`src/rtl/imm_rotr_pkg.sv`:
```
package imm_rotr_pkg;

    typedef enum logic [1:0] {
        MODE_REAL = 2'b00,
        MODE_V86  = 2'b01,
        MODE_PROT = 2'b10,
        MODE_LONG = 2'b11
    } cpu_mode_e;

endpackage

```
`src/rtl/imm_rotr_decode.sv`:
```
module imm_rotr_decode
    import imm_rotr_pkg::*;
#(
    parameter int IMM_W = 8,
    parameter int CNT_W = 6
) (
    input  logic [IMM_W-1:0] imm_cnt,
    input  logic [1:0]       cpu_mode,
    input  logic             vex_w,
    input  logic             vex_l,
    output logic             wide_op,
    output logic             undef_op,
    output logic [CNT_W-1:0] eff_cnt
);

    cpu_mode_e mode;
    logic      unused_imm_hi;

    always_comb begin
        mode     = cpu_mode_e'(cpu_mode);
        // Only 64-bit mode honours the width bit
        wide_op  = (mode == MODE_LONG) && vex_w;
        undef_op = vex_l || (mode == MODE_REAL) || (mode == MODE_V86);
        if (wide_op) begin
            eff_cnt = imm_cnt[CNT_W-1:0];
        end else begin
            eff_cnt = {1'b0, imm_cnt[CNT_W-2:0]};
        end
    end

    assign unused_imm_hi = ^imm_cnt[IMM_W-1:CNT_W];

endmodule

```
`src/rtl/imm_rotr_core.sv`:
```
module imm_rotr_core #(
    parameter int DATA_W = 64,
    parameter int CNT_W  = $clog2(DATA_W)
) (
    input  logic [DATA_W-1:0] din,
    input  logic              wide_op,
    input  logic [CNT_W-1:0]  cnt,
    output logic [DATA_W-1:0] dout
);

    localparam int HALF_W = DATA_W / 2;

    logic [DATA_W-1:0] stage [CNT_W+1];

    // Narrow operands are duplicated into both halves: rotating the doubled
    // pattern by less than HALF_W leaves a correct narrow rotate in the low half.
    assign stage[0] = wide_op ? din : {din[HALF_W-1:0], din[HALF_W-1:0]};

    for (genvar k = 0; k < CNT_W; k++) begin : g_stage
        localparam int SH = 1 << k;
        assign stage[k+1] = cnt[k] ? {stage[k][SH-1:0], stage[k][DATA_W-1:SH]}
                                   : stage[k];
    end

    assign dout = wide_op ? stage[CNT_W]
                          : {{HALF_W{1'b0}}, stage[CNT_W][HALF_W-1:0]};

endmodule

```
`src/rtl/imm_rotr_unit.sv`:
```
module imm_rotr_unit #(
    parameter int DATA_W = 64,
    parameter int IMM_W  = 8
) (
    input  logic              clk,
    input  logic              rst_n,
    input  logic              in_valid,
    input  logic [DATA_W-1:0] src_val,
    input  logic [IMM_W-1:0]  imm_cnt,
    input  logic [1:0]        cpu_mode,
    input  logic              vex_w,
    input  logic              vex_l,
    output logic              out_valid,
    output logic [DATA_W-1:0] out_result,
    output logic              out_undef
);

    localparam int CNT_W = $clog2(DATA_W);

    typedef struct packed {
        logic              vld;
        logic              undef;
        logic [DATA_W-1:0] res;
    } out_state_t;

    out_state_t        st_d, st_q;
    logic              wide_op;
    logic              undef_op;
    logic [CNT_W-1:0]  eff_cnt;
    logic [DATA_W-1:0] rot_val;

    imm_rotr_decode #(
        .IMM_W (IMM_W),
        .CNT_W (CNT_W)
    ) decode_i (
        .imm_cnt  (imm_cnt),
        .cpu_mode (cpu_mode),
        .vex_w    (vex_w),
        .vex_l    (vex_l),
        .wide_op  (wide_op),
        .undef_op (undef_op),
        .eff_cnt  (eff_cnt)
    );

    imm_rotr_core #(
        .DATA_W (DATA_W),
        .CNT_W  (CNT_W)
    ) core_i (
        .din     (src_val),
        .wide_op (wide_op),
        .cnt     (eff_cnt),
        .dout    (rot_val)
    );

    always_comb begin
        st_d = '0;
        if (in_valid) begin
            if (undef_op) begin
                st_d.undef = 1'b1;
            end else begin
                st_d.vld = 1'b1;
                st_d.res = rot_val;
            end
        end
    end

    always_ff @(posedge clk or negedge rst_n) begin
        if (!rst_n) begin
            st_q <= '0;
        end else begin
            st_q <= st_d;
        end
    end

    assign out_valid  = st_q.vld;
    assign out_undef  = st_q.undef;
    assign out_result = st_q.res;

endmodule

```
`config.mk`:
```
export PLATFORM = sky130hd
export DESIGN_NAME = imm_rotr_unit
export DESIGN_NICKNAME = d
export VERILOG_FILES = /design/src/rtl/imm_rotr_pkg.sv /design/src/rtl/imm_rotr_decode.sv /design/src/rtl/imm_rotr_core.sv /design/src/rtl/imm_rotr_unit.sv
export SDC_FILE = /design/constraint.sdc
export NUM_CORES = 1
export LEC_CHECK = 0
export ABC_AREA = 1
export CORE_UTILIZATION = 40
export DETAILED_ROUTE_END_ITERATION = 8
export HOLD_SLACK_MARGIN = 0.1
export PLACE_DENSITY = 0.65
export SLEW_MARGIN = 20
export SYNTH_ARGS = -nofsm -noshare
export SYNTH_HDL_FRONTEND = slang
export SYNTH_HIERARCHICAL = 1
export SYNTH_SLANG_ARGS = --single-unit
```
`constraint.sdc`:
```
create_clock -name clk -period 0.8 [get_ports clk]
set_clock_uncertainty 0.15 [all_clocks]
set_input_delay 0.2 -clock clk [delete_from_list [all_inputs] [get_ports clk]]
set_output_delay 0.2 -clock clk [all_outputs]
set_load 0.005 [all_outputs]
```
# --- Word level (Yosys, flattened, before mapping) ---
# Cells that the tools add are included.
op_classes:
  addsub: 0
  n_mul: 0
  div_mod_pow: 0
  magnitude_cmp: 0
  n_eq_ne: 2
  shifts: 0
  mux: 13
  n_bitwise: 0
  reduce_logical: 4
ops:
  columns: ["cell", "n"]
  rows:
  - ["two-way mux 64 bit", 9]
  - ["two-way mux 66 bit", 1]
  - ["two-way mux 6 bit", 1]
  - ["equality test 2 x 1 -> 1 bit, second input constant", 1]
  - ["equality test 2 bit, second input constant", 1]
  - ["zero test 2 bit", 1]
  - ["logical OR 1 bit", 2]
  - ["two-way mux 1 bit", 2]
  - ["logical AND 1 bit", 1]
word_totals:
  regBits: 66
  latchBits: 0
  ramBits: 0
  romBits: 0
  output_inout_bits: 66
  word_cells: 22
  memories: 0

# --- Longest topological paths before layout ---
logic_depth:
  ltp_word: 12
  depth_mapped: 17
  ltp_nobuf: 15

# --- Modules after synthesis ---
# Netlist, hierarchy kept.
by_module_without_submodules:
  columns: ["mod", "instances", "cells_per_inst", "area_each_um2", "seq_area_each_um2"]
  rows:
  - ["imm_rotr_core", 1, 1082, 5057.4, 0.0]
  - ["imm_rotr_unit", 1, 206, 2646.3, 1651.6]
  - ["imm_rotr_decode", 1, 11, 68.8, 0.0]

# --- Least setup slack after synthesis ---
# OpenSTA, ideal clock, no wires.
synth_path:
  kind: "input to register"
  start: "in imm_cnt[0]"
  end: "reg st_q, in the netlist out_result[47]"
  setup_time_ns: 0.116
  arrival_time_ns: 1.539
  required_time_ns: 0.534
  slack_ns: -1.005
  cell_stages: 14
  n_path_buf: 3
  path_cell_list: "buf_4 > buf_6 > buf_8 > or2_2 > nand3_1 > nand3_1 > nand3_1 > nand3_1 > nand2_1 > nand2_1 > nand2_1 > nor2_1 > inv_1 > nor2_4"
synth_rtl:
  columns: ["element", "line", "source"]
  rows:
  - ["start: declaration", "imm_rotr_unit.sv:9", "input logic [IMM_W-1:0] imm_cnt,"]
  - ["end signal: assignment", "imm_rotr_unit.sv:71", "st_q <= st_d;"]
  - ["end: declaration", "imm_rotr_unit.sv:26", "out_state_t st_d, st_q;"]

==> impl_metrics.env <==
export IMPL_syn_area_sq_mm=0.007772
export IMPL_slew_violations=0
export IMPL_required_ns=0.88
export IMPL_place_gp_congestion=1.009
export IMPL_core_area_sq_mm=0.01889
export IMPL_worst_path_most_repeated_cell="nand3_2"
export IMPL_grt_overflow_total=0
export IMPL_preCtsSetupSlack_ns=-2.061
export IMPL_drc_errors=0
export IMPL_p_total_mw=14.88
export IMPL_post_route_min_period_ns=1.981
export IMPL_path_class="input pin to flop"
export IMPL_synth_most_common_cell="nand3_1"
export IMPL_wl_mm=38.01
export IMPL_yosys_register_bits=66
export IMPL_antenna_left=0
export IMPL_grt_pass1_vias=8967
export IMPL_clock_sinks=66
export IMPL_dp_cells=1708
export IMPL_maxCapViolCount=0
export IMPL_syn_nets=1378
export IMPL_antenna_found_initial=0
export IMPL_numCtsBuffers=9
export IMPL_synth_top_area_share_pct=32.00
export IMPL_post_route_period_util_pct=247.6
export IMPL_layout_cells_non_filler=1730
export IMPL_path_cells="buf_6 -> nand3_4 -> inv_8 -> clkinv_8 -> buf_16 -> nand2_1 -> nand3_2 -> nand3_2 -> nand3_2 -> nand3_2 -> nand3_2 -> a21oi_2 -> nor2_1 -> buf_4 -> inv_1 -> nor2_4"
export IMPL_track_usage_pct=35.03
export IMPL_h_tree_depth=3
export IMPL_drt_iter0_drc=1209
export IMPL_synth_cell_types=26
export IMPL_avgSynthCellArea_sq_um=5.983
export IMPL_cts_root_buf="clkbuf_16"
export IMPL_grt_max_degree=65
export IMPL_fin_hold_ws_ns=-0.2954
export IMPL_hold_class="input pin to asynchronous set/reset pin"
export IMPL_finalHoldViolCount=66
export IMPL_fin_util_pct=68.22
export IMPL_synth_edff_count=0
export IMPL_ys_async_sr_fraction_pct=100.0
export IMPL_fp_dieH_um=141.4
export IMPL_cp_slowest_cell="a21oi_2"
export IMPL_end_kind="flop"
export IMPL_violations="hold timing, setup timing"
export IMPL_layout_drive_gt1_share_pct=50.68
export IMPL_seq_area_frac_synth_pct=21.25
export IMPL_p_leak_nw=6.021
export IMPL_grt_pass1_wl_mm=51.88
export IMPL_status="finished, violations left"
export IMPL_fin_ws_ns=-1.181
export IMPL_start_util_pct=41.14
export IMPL_clockBufferDepth=2
export IMPL_viasPerCell=5.944
export IMPL_cts_clk_slew_worst_paths_ns=0.06
export IMPL_synth_area_leader_cell="nand3_1"
export IMPL_arrival_ns=2.06
export IMPL_start_kind="input pin"
export IMPL_area_growth_pct=65.82
export IMPL_die_area_sq_mm=0.01999
export IMPL_dr_total_vias=10280
export IMPL_tightest_slew_ns=0.4700
export IMPL_port_buffers=142
export IMPL_synth_area_top_cells="nand3_1, dfrtp_1, nand2_1, nor2_4, inv_1"
export IMPL_peakVddDrop_mv=0.9727
export IMPL_dr_pass1_iters=5
export IMPL_slowest_delay_ns=0.17
export IMPL_synthFlopType="dfrtp_1"
export IMPL_dp_hpwl_mm=27.40
export IMPL_ioPinCount=145
export IMPL_die_w_um=141.4
export IMPL_crit_path_max_fanout=8
export IMPL_netlist_top_cells_count="nand3_1, nand2_1, inv_1"
export IMPL_p_per_area_mw_per_mm2=1154
export IMPL_wire_per_inst_um=21.97
export IMPL_diodes=0
export IMPL_yosys_warnings=6
export IMPL_setup_viol_count_final=131
export IMPL_nNetsFinal=1544
export IMPL_rsz0062_at_grt="yes"
export IMPL_cts_tree="built"
export IMPL_rows=50
export IMPL_slew_headroom_pct=68.66
export IMPL_fmax_ghz=0.5049
export IMPL_synthCells=1299
## cell usage in the layout, fill, tap and decap left out, types with 6 or more instances in the layout
cell type / instances
nand2_4: 12
o211ai_2: 7
buf_2: 16
a21oi_1: 15
o21ai_1: 22
nor2_4: 51
nand2_1: 259
inv_1: 69
clkdlybuf4s50_1: 34
or2_1: 12
nand3_4: 70
nand3_2: 262
nand2_2: 67
clkbuf_16: 13
inv_2: 15
clkdlybuf4s15_1: 11
buf_12: 24
buf_4: 83
nor2_1: 37
dlygate4sd2_1: 9
dfrtp_1: 65
a21oi_2: 20
buf_6: 6
nand3_1: 166
nor2_2: 8
o21ai_2: 22
clkbuf_2: 46
dlymetal6s2s_1: 22
## logic make-up (layout without fill, tap and decap cells)
logic type	after synthesis	in the layout	synth area share, %
buffers and inverters	191	362	12.49
AND/OR/NAND/NOR	949	949	59.22
flip-flops	66	66	21.25
AO/OA/AOI/OAI	93	93	7.035
## repair_timing
item / 4_1_cts / 5_1_grt
gates cloned: 1 / 4
endpoints found under the hold margin: 67 / 67
pin swaps: 24 / 75
gates resized for setup: 280 / 518
buffers inserted: 0 / 1
setup endpoints to repair: 132 / 132
## flip-flops by register name (all words and copies together) (netlist names)
register,cells
out_valid,1
out_result,64
out_undef,1
## final cells by class
type,instances,area (sq um)
Multi-Input combinational cell,1042,7804
Fill cell,1601,6005
Timing Repair Buffer,258,2444
Sequential cell,66,1653
Inverter,88,367.9
Tap cell,260,325.3
Clock buffer,9,225.2
Clock inverter,7,70.07
## routing by layer
| metal | routed length (um) | global-route usage, % | share of wire (%) |
|---|---|---|---|
| met1 | 14790 | 45.63 | 39 |
| met2 | 16710 | 54.22 | 44 |
| met3 | 4213 | 8.640 | 11 |
| met4 | 2295 | 16.81 | 6.0 |
| met5 | 0 | 0 | 0 |
## worst max-delay path, delay by kind of cell
| kind | cells | cell delay (ns) |
|---|---|---|
| buffers and inverters | 6 | 0.65 |
| AOI/OAI and AO/OA | 1 | 0.17 |
| and+or+nand+nor | 9 | 1.02 |
## final timing paths
path                       slack, ns        start  cells after the start              to
min in group clk                0.05  cpu_mode[1]                      5       out_undef
worst min-delay path           -0.30        rst_n                      2  out_result[19]
worst max-delay path           -1.18        vex_w                     16  out_result[38]
max in group asynchronous       0.55        rst_n                      2  out_result[38]
## power by group
part / internal [mW] / switching, mW / leakage [nW]
registers: 3.42 / 0.0227 / 0.909
clock network: 2.40 / 1.53 / 0.145
logic: 2.65 / 4.86 / 4.97
total: 8.47 / 6.41 / 6.02
## metrics by stage
stage	setup TNS, ns	cell area [sq um]
finish	-91.76	12890
global route	-96.71	12890
CTS	-107.61	10980
detailed placement	-149.79	10000
global placement	-148.01	10000
floorplan	-58.94	7816
Power figures use the tool's default switching activity.
